### config.mk
export PLATFORM = sky130hd
export DESIGN_NAME = hash_regfront
export DESIGN_NICKNAME = d
export VERILOG_FILES = /design/src/rtl/hash_fe_pkg.sv /design/src/rtl/hash_fe_buf.sv /design/src/rtl/hash_fe_state.sv /design/src/rtl/hash_fe_ctrl.sv /design/src/rtl/hash_regfront.sv
export SDC_FILE = /design/constraint.sdc
export NUM_CORES = 2
export LEC_CHECK = 0
export ABC_AREA = 1
export BUFFER_PORTS_ARGS = -buffer_cell sky130_fd_sc_hd__buf_4
export CORE_AREA = 2 2 437 439
export DETAILED_ROUTE_END_ITERATION = 8
export DIE_AREA = 0 0 439 441
export PLACE_DENSITY = 0.57
export SETUP_SLACK_MARGIN = 0.5
export SLEW_MARGIN = 0
export SYNTH_ARGS = -nofsm -noshare
export SYNTH_HDL_FRONTEND = slang
export SYNTH_HIERARCHICAL = 1
export SYNTH_SLANG_ARGS = --single-unit
### constraint.sdc
create_clock -name clk_i -period 2.8 [get_ports clk_i]
set_clock_uncertainty 0.1 [all_clocks]
set_input_delay 0.7 -clock clk_i [delete_from_list [all_inputs] [get_ports clk_i]]
set_output_delay 0.7 -clock clk_i [all_outputs]
set_load 0.02 [all_outputs]
### src/rtl/hash_fe_pkg.sv
package hash_fe_pkg;
  localparam int WORD_W    = 32;
  localparam int BLK_WORDS = 16;
  localparam int ST_WORDS  = 8;
  localparam int FILL_W    = $clog2(BLK_WORDS + 1);
  localparam int BIDX_W    = $clog2(BLK_WORDS);
  localparam int SIDX_W    = $clog2(ST_WORDS);
  localparam int LEN_ROOM  = BLK_WORDS - 3;  // last fill that still fits marker + length

  typedef logic [WORD_W-1:0] word_t;

  typedef enum logic [1:0] {
    ALG_S256 = 2'd0,
    ALG_S224 = 2'd1,
    ALG_S1A  = 2'd2,
    ALG_S1B  = 2'd3
  } alg_e;

  typedef enum logic [1:0] {
    PAD_NONE = 2'd0,
    PAD_MARK = 2'd1,
    PAD_LEN  = 2'd2
  } pad_e;

  localparam word_t PAD_WORD = 32'h8000_0000;

  function automatic word_t bswap(word_t w);
    return {w[7:0], w[15:8], w[23:16], w[31:24]};
  endfunction

  function automatic word_t init_word(alg_e a, logic [SIDX_W-1:0] i);
    word_t r;
    r = '0;
    case (a)
      ALG_S256: case (i)
        3'd0: r = 32'h6a09e667; 3'd1: r = 32'hbb67ae85;
        3'd2: r = 32'h3c6ef372; 3'd3: r = 32'ha54ff53a;
        3'd4: r = 32'h510e527f; 3'd5: r = 32'h9b05688c;
        3'd6: r = 32'h1f83d9ab; default: r = 32'h5be0cd19;
      endcase
      ALG_S224: case (i)
        3'd0: r = 32'hc1059ed8; 3'd1: r = 32'h367cd507;
        3'd2: r = 32'h3070dd17; 3'd3: r = 32'hf70e5939;
        3'd4: r = 32'hffc00b31; 3'd5: r = 32'h68581511;
        3'd6: r = 32'h64f98fa7; default: r = 32'hbefa4fa4;
      endcase
      default: case (i)
        3'd0: r = 32'h67452301; 3'd1: r = 32'hefcdab89;
        3'd2: r = 32'h98badcfe; 3'd3: r = 32'h10325476;
        3'd4: r = 32'hc3d2e1f0; default: r = '0;
      endcase
    endcase
    return r;
  endfunction

  function automatic logic [SIDX_W:0] out_words(alg_e a);
    case (a)
      ALG_S256: return (SIDX_W+1)'(8);
      ALG_S224: return (SIDX_W+1)'(7);
      default:  return (SIDX_W+1)'(5);
    endcase
  endfunction
endpackage

### src/rtl/hash_fe_buf.sv
module hash_fe_buf
  import hash_fe_pkg::*;
(
  input  logic                        clk_i,
  input  logic                        rst_ni,
  input  logic                        clr_i,
  input  logic                        push_i,
  input  word_t                       push_data_i,
  input  pad_e                        pad_i,
  input  logic [63:0]                 len_bits_i,
  input  logic                        take_i,
  output word_t [BLK_WORDS-1:0]       words_o,
  output logic  [FILL_W-1:0]          fill_o,
  output logic                        full_o
);
  word_t             buf_q [BLK_WORDS];
  logic [FILL_W-1:0] fill_q;
  logic [BIDX_W-1:0] wr_idx;

  assign wr_idx = fill_q[BIDX_W-1:0];
  assign full_o = (fill_q == FILL_W'(BLK_WORDS));
  assign fill_o = fill_q;

  // taken block is zeroed so padding only needs the marker and length words
  always_ff @(posedge clk_i or negedge rst_ni) begin
    if (!rst_ni) begin
      fill_q <= '0;
      for (int k = 0; k < BLK_WORDS; k++) buf_q[k] <= '0;
    end else if (clr_i || take_i) begin
      fill_q <= '0;
      for (int k = 0; k < BLK_WORDS; k++) buf_q[k] <= '0;
    end else if (pad_i == PAD_MARK) begin
      buf_q[wr_idx] <= PAD_WORD;
      if (fill_q <= FILL_W'(LEN_ROOM)) begin
        buf_q[BLK_WORDS-2] <= len_bits_i[63:32];
        buf_q[BLK_WORDS-1] <= len_bits_i[31:0];
      end
      fill_q <= FILL_W'(BLK_WORDS);
    end else if (pad_i == PAD_LEN) begin
      buf_q[BLK_WORDS-2] <= len_bits_i[63:32];
      buf_q[BLK_WORDS-1] <= len_bits_i[31:0];
      fill_q             <= FILL_W'(BLK_WORDS);
    end else if (push_i && !full_o) begin
      buf_q[wr_idx] <= push_data_i;
      fill_q        <= fill_q + 1'b1;
    end
  end

  for (genvar k = 0; k < BLK_WORDS; k++) begin : g_out
    assign words_o[k] = buf_q[k];
  end
endmodule

### src/rtl/hash_fe_state.sv
module hash_fe_state
  import hash_fe_pkg::*;
(
  input  logic                   clk_i,
  input  logic                   rst_ni,
  input  logic                   init_i,
  input  alg_e                   alg_i,
  input  logic                   wr_i,
  input  logic [SIDX_W-1:0]      wr_idx_i,
  input  word_t                  wr_data_i,
  input  logic                   load_i,
  input  word_t [ST_WORDS-1:0]   load_data_i,
  output word_t [ST_WORDS-1:0]   st_o
);
  for (genvar k = 0; k < ST_WORDS; k++) begin : g_word
    word_t w_q;
    always_ff @(posedge clk_i or negedge rst_ni) begin
      if (!rst_ni)                                   w_q <= '0;
      else if (init_i)                               w_q <= init_word(alg_i, SIDX_W'(k));
      else if (load_i)                               w_q <= load_data_i[k];
      else if (wr_i && wr_idx_i == SIDX_W'(k))       w_q <= wr_data_i;
    end
    assign st_o[k] = w_q;
  end
endmodule

### src/rtl/hash_fe_ctrl.sv
module hash_fe_ctrl
  import hash_fe_pkg::*;
(
  input  logic              clk_i,
  input  logic              rst_ni,
  input  logic              fin_req_i,
  input  logic              full_i,
  input  logic [FILL_W-1:0] fill_i,
  input  logic              blk_ready_i,
  input  logic              st_valid_i,
  output logic              blk_valid_o,
  output logic              take_o,
  output pad_e              pad_o,
  output logic              fin_active_o,
  output logic              busy_o,
  output logic              done_o
);
  typedef enum logic [1:0] {C_IDLE, C_SEND, C_WAIT} core_st_e;
  typedef enum logic [1:0] {F_OFF, F_MARK, F_LEN, F_DRAIN} fin_st_e;

  core_st_e c_q, c_d;
  fin_st_e  f_q, f_d;

  always_comb begin
    c_d = c_q;
    case (c_q)
      C_IDLE:  if (full_i)      c_d = C_SEND;
      C_SEND:  if (blk_ready_i) c_d = C_WAIT;
      default: if (st_valid_i)  c_d = C_IDLE;
    endcase
  end

  assign blk_valid_o = (c_q == C_SEND);
  assign take_o      = (c_q == C_SEND) && blk_ready_i;

  always_comb begin
    f_d    = f_q;
    pad_o  = PAD_NONE;
    done_o = 1'b0;
    case (f_q)
      F_OFF: if (fin_req_i) f_d = F_MARK;
      F_MARK: if (!full_i) begin
        pad_o = PAD_MARK;
        f_d   = (fill_i > FILL_W'(LEN_ROOM)) ? F_LEN : F_DRAIN;
      end
      F_LEN: if (!full_i) begin
        pad_o = PAD_LEN;
        f_d   = F_DRAIN;
      end
      default: if (c_q == C_IDLE && !full_i) begin
        done_o = 1'b1;
        f_d    = F_OFF;
      end
    endcase
  end

  always_ff @(posedge clk_i or negedge rst_ni) begin
    if (!rst_ni) begin
      c_q <= C_IDLE;
      f_q <= F_OFF;
    end else begin
      c_q <= c_d;
      f_q <= f_d;
    end
  end

  assign fin_active_o = (f_q != F_OFF);
  assign busy_o       = (c_q != C_IDLE) || full_i || fin_active_o;
endmodule

### src/rtl/hash_regfront.sv
module hash_regfront
  import hash_fe_pkg::*;
#(
  parameter int ADDR_W = 8,
  parameter int CNT_W  = 32
) (
  input  logic                          clk_i,
  input  logic                          rst_ni,
  input  logic                          req_i,
  input  logic                          we_i,
  input  logic [ADDR_W-1:0]             addr_i,
  input  logic [31:0]                   wdata_i,
  output logic [31:0]                   rdata_o,
  output logic                          ready_o,
  output logic                          blk_valid_o,
  input  logic                          blk_ready_i,
  output logic [BLK_WORDS*WORD_W-1:0]   blk_data_o,
  output logic [ST_WORDS*WORD_W-1:0]    blk_state_o,
  input  logic                          st_valid_i,
  input  logic [ST_WORDS*WORD_W-1:0]    st_data_i,
  output logic                          irq0_o,
  output logic                          irq1_o
);
  localparam logic [7:0] OFF_CTL = 8'h00;
  localparam logic [7:0] OFF_CNT = 8'h04;

  logic [7:0] a8;
  logic       hi_ok, sel_ctl, sel_cnt, sel_st, sel_dat;
  logic       wr_acc, ctl_wr, start_acc, fin_acc, push, st_wr, stall;

  logic       irq0_en_q, irq1_en_q, be_q, fifo_q;
  alg_e       alg_q;
  logic [CNT_W-1:0] run_cnt_q, cnt_q;
  logic       irq0_q, irq1_q;

  word_t [BLK_WORDS-1:0] words;
  word_t [ST_WORDS-1:0]  st_w, st_in;
  logic [FILL_W-1:0]     fill;
  logic                  full, take, fin_active, busy, done;
  pad_e                  pad;
  logic [63:0]           len_bits;
  logic [SIDX_W-1:0]     s_idx;
  logic [BIDX_W-1:0]     d_idx;

  assign a8      = addr_i[7:0];
  assign hi_ok   = ((addr_i >> 8) == '0);
  assign sel_ctl = hi_ok && (a8 == OFF_CTL);
  assign sel_cnt = hi_ok && (a8 == OFF_CNT);
  assign sel_st  = hi_ok && (a8[7:5] == 3'b010);
  assign sel_dat = hi_ok && (a8[7:6] == 2'b10);
  assign s_idx   = a8[2 +: SIDX_W];
  assign d_idx   = a8[2 +: BIDX_W];

  assign stall   = req_i && we_i && sel_dat && (full || fin_active);
  assign ready_o = !stall;
  assign wr_acc  = req_i && we_i && ready_o;
  assign ctl_wr  = wr_acc && sel_ctl;
  assign start_acc = ctl_wr && wdata_i[0] && !busy;
  assign fin_acc   = ctl_wr && wdata_i[1] && !wdata_i[0] && !fin_active;
  assign push      = wr_acc && sel_dat;
  assign st_wr     = wr_acc && sel_st;
  assign len_bits  = 64'(run_cnt_q) << 3;

  always_ff @(posedge clk_i or negedge rst_ni) begin
    if (!rst_ni) begin
      irq0_en_q <= 1'b0;
      irq1_en_q <= 1'b0;
      be_q      <= 1'b0;
      fifo_q    <= 1'b0;
      alg_q     <= ALG_S256;
    end else if (ctl_wr) begin
      irq0_en_q <= wdata_i[2];
      be_q      <= wdata_i[3];
      alg_q     <= alg_e'(wdata_i[5:4]);
      fifo_q    <= wdata_i[9];
      irq1_en_q <= wdata_i[10];
    end
  end

  always_ff @(posedge clk_i or negedge rst_ni) begin
    if (!rst_ni) begin
      run_cnt_q <= '0;
      cnt_q     <= '0;
      irq0_q    <= 1'b0;
      irq1_q    <= 1'b0;
    end else begin
      irq0_q <= done && irq0_en_q;
      irq1_q <= done && irq1_en_q;
      if (start_acc) begin
        run_cnt_q <= '0;
        cnt_q     <= '0;
      end else begin
        if (push) run_cnt_q <= run_cnt_q + CNT_W'(WORD_W / 8);
        if (done) cnt_q     <= run_cnt_q;
      end
    end
  end

  assign irq0_o = irq0_q;
  assign irq1_o = irq1_q;

  hash_fe_buf u_buf (
    .clk_i       (clk_i),
    .rst_ni      (rst_ni),
    .clr_i       (start_acc),
    .push_i      (push),
    .push_data_i (wdata_i),
    .pad_i       (pad),
    .len_bits_i  (len_bits),
    .take_i      (take),
    .words_o     (words),
    .fill_o      (fill),
    .full_o      (full)
  );

  hash_fe_ctrl u_ctrl (
    .clk_i        (clk_i),
    .rst_ni       (rst_ni),
    .fin_req_i    (fin_acc),
    .full_i       (full),
    .fill_i       (fill),
    .blk_ready_i  (blk_ready_i),
    .st_valid_i   (st_valid_i),
    .blk_valid_o  (blk_valid_o),
    .take_o       (take),
    .pad_o        (pad),
    .fin_active_o (fin_active),
    .busy_o       (busy),
    .done_o       (done)
  );

  hash_fe_state u_state (
    .clk_i       (clk_i),
    .rst_ni      (rst_ni),
    .init_i      (start_acc),
    .alg_i       (alg_e'(wdata_i[5:4])),
    .wr_i        (st_wr),
    .wr_idx_i    (s_idx),
    .wr_data_i   (be_q ? wdata_i : bswap(wdata_i)),
    .load_i      (st_valid_i),
    .load_data_i (st_in),
    .st_o        (st_w)
  );

  // word 0 travels in the most significant lane
  for (genvar k = 0; k < BLK_WORDS; k++) begin : g_blk
    assign blk_data_o[(BLK_WORDS-1-k)*WORD_W +: WORD_W] = words[k];
  end
  for (genvar k = 0; k < ST_WORDS; k++) begin : g_st
    assign blk_state_o[(ST_WORDS-1-k)*WORD_W +: WORD_W] = st_w[k];
    assign st_in[k] = st_data_i[(ST_WORDS-1-k)*WORD_W +: WORD_W];
  end

  always_comb begin
    rdata_o = '0;
    if (sel_ctl) begin
      rdata_o = {21'b0, irq1_en_q, fifo_q, 3'b0, alg_q, be_q, irq0_en_q, fin_active, busy};
    end else if (sel_cnt) begin
      rdata_o = 32'(cnt_q);
    end else if (sel_st) begin
      if ({1'b0, s_idx} < out_words(alg_q)) rdata_o = be_q ? st_w[s_idx] : bswap(st_w[s_idx]);
    end else if (sel_dat) begin
      if (fifo_q) rdata_o = words[d_idx];
    end
  end
endmodule

==> qor.yml <==
status: "complete, but fails checks"
failed_checks: "negative setup slack"
endpoint_kind: "output port"
ys_ff_latch: 846
yosys_warnings: 6
finalHoldViolations: 0
final_util: 0.464
ys_seq_area_frac: 0.369
dieWidth_um: 439
gr-total-overflow: 0
tightest_slew_ns: 0.900
synth_cells: 9294
grt_pass1_wl_um: 596000
syn_avg_cell_area_um2: 6.18
grt_max_degree: 98
synth_cell_types: 44
numCtsBuffers: 109
syn_area_um2: 57400
timing.final.max_slew_violations: 0
tns_ns: -112.56
firstDrtPassIters: 8
die_y_um: 441
syn2layout_area_growth_pct: 53.0
ant_nets: 0
drive_gt1_frac: 0.287
p_sw_frac: 0.485
max-clock-path-buffers: 3
rows: 160
setup_viol_count_final: 786
arrival_ns: 3.27
rsz0062_at_grt: "true"
layout_common_cells: "nand2_1, buf_4, dfrtp_1"
hpwl_um: 338000
drt_first_iter_violations: 11800
place.gp.congestion: 1.06
power_frac_clock: 0.182
cp.required_ns: 2.00
max_slew_margin: 0.400
start_util: 0.303
grt.total_usage: 0.441
finalWirelength_um: 450000
setup_slack_ns: -1.27
fp.coreArea_um2: 189000
cts.sinks: 846
p_seq_frac: 0.242
crit_type: "reg2out"
p_switching_mw: 40.9
powerDensity_nw_per_um2: 960
startpoint_type: "flip-flop"
ioPinCount: 1106
min_period_over_period: 1.45
drcViolationCount: 0
hold_class: "in2reg"
fin_crit_ns: 4.07
cts_tree: "yes"
clk_latency_ns: 0.79
drt-wirelength-per-cell_um: 32.7
pwr-share-comb: 0.576
cp_max_fo: 2
placed_area_um2: 77500
fill_cells: 19400
layout_commonest_cell: "nand2_1"
ys_async_sr_fraction: 1.00
die_area_um2: 194000
power_mw: 84.3
ctsRootBufferMaster: "clkbuf_16"
p_int_mw: 43.4
drv_cap: 0
p_leak_nw: 47.6
nets: 11500
max_freq_ghz: 0.246
ir_worst_vdd_mv: 0.551
ys.flop_type: "dfrtp_1"
io_buffers: 1105
grt_pass1_vias: 72200
vias: 77800
routed_via_density: 5.65
synth_edf_count: 0
cts.clk_slew.worst_paths_ns: 0.06
htree_levels: 3
antenna_found_initial: 27
final_cell_area_um2: 87800
==> worst max-delay path, stage by stage, from the launching register on <==
cell and delay, ns:
dfrtp_1 0.46, nand2_2 0.13, nand2_1 0.06, nand2_1 0.05, nand4_1 0.35, buf_4 0.29
nand3_1 0.09, nand2_2 0.09, nand2_1 0.07, nand4_1 0.50, buf_6 0.35
==> final cells by class <==
type / count / area [um^2] / share of cell area
sequential: 846 / 21200 / 0.241
antenna: 12 / 30.0 / 0.000342
timing repair inverter: 1 / 20.0 / 0.000228
multi-input combinational: 7259 / 33900 / 0.386
tap: 2511 / 3140 / 0.0358
timing repair buffer: 2414 / 23600 / 0.269
clock inverter: 42 / 566 / 0.00644
inverter: 526 / 2180 / 0.0248
clock buffer: 152 / 3170 / 0.0361
==> per-layer routing <==
| layer | up-vias | share of wire | GRT usage |
|---|---|---|---|
| met4 | 18 | 0.11 | 0.396 |
| li1 | 33300 | - | - |
| met5 | - | 0.00024 | 0 |
| met1 | 37600 | 0.36 | 0.519 |
| met2 | 5523 | 0.44 | 0.676 |
| met3 | 1382 | 0.098 | 0.0924 |
==> cell usage after synthesis, types with 31 or more instances <==
cell type | number | area [um^2]
o22ai_1 | 64 | 400
nand2_1 | 4293 | 16100
clkbuf_1 | 249 | 935
buf_4 | 53 | 398
inv_2 | 31 | 116
nor3_1 | 37 | 185
nand4_1 | 69 | 432
nor3b_1 | 104 | 781
buf_2 | 332 | 1660
dfrtp_1 | 846 | 21200
nand3_1 | 871 | 4360
inv_1 | 488 | 1830
a21oi_1 | 859 | 4300
nor2_1 | 526 | 1970
buf_1 | 51 | 191
o21ai_0 | 263 | 1320
==> timing repair <==
action | 4_1_cts | 5_1_grt
buffers inserted | 71 | 64
endpoints found under the hold margin | 29 | 0
setup endpoints to repair | 1430 | 1309
gates cloned | 32 | 40
pin swaps | 46 | 352
hold buffers | 1 | 0
resized for setup | 331 | 548
==> registers in the layout, summed over array words and instances (netlist names), 2 cells and up <==
name                flops
u_buf/fill_o            5
cnt_q                  31
run_cnt_q              30
u_state/g_word.w_q    256
u_buf/words_o         512
u_ctrl/f_q              2
alg_q                   2
u_ctrl/c_q              2
==> worst paths after layout <==
kind                                         start                  endpoint  slack [ns]  depth (start not counted)
max in group asynchronous                   rst_ni        u_buf/words_o[454]        1.27                          3
min in group asynchronous                   rst_ni        u_buf/words_o[270]        0.33                          2
worst min-delay path                st_data_i[100]  u_state/g_word[4].w_q[4]        0.13                          5
worst max register to register     u_buf/fill_o[0]        u_buf/words_o[172]       -0.23                         23
worst max-delay path            u_buf/words_o[352]                rdata_o[0]       -1.27                         10
worst min register to register            cnt_q[1]                  cnt_q[1]        0.41                          2
==> per-stage QoR <==
step	hold slack, ns	setup slack [ns]	std cells
after global routing	0.180	-1.19	13800
after floorplan	0.304	0.123	9327
after CTS	0.0746	-1.07	13600
final	0.131	-1.27	13800
after global placement	0.395	-1.18	13300
after detailed placement	0.401	-1.20	13300
==> kinds of logic (layout without fill, tap and decap cells) <==
kind of cell	count (synthesis)	after routing	synth area share
fa+ha+maj	13	13	0.00283
buf+inv	1222	3135	0.0920
simple gates	5969	5969	0.425
flops	846	846	0.369
xor+xnor	3	3	0.000458
other cells	1	46	0.0000653
compound gates	1240	1240	0.111
==> power groups by stage <==
stage	sequential, mW	combinational (mW)	clock [mW]
6_report	20.4	48.6	15.4
5_1_grt	20.3	50.5	16.0
4_1_cts	20.0	43.0	15.4
3_5_place_dp	20.2	39.9	0
3_3_place_gp	20.3	39.6	0
2_1_floorplan	21.5	16.4	0
(Power assumes the default switching activity.)
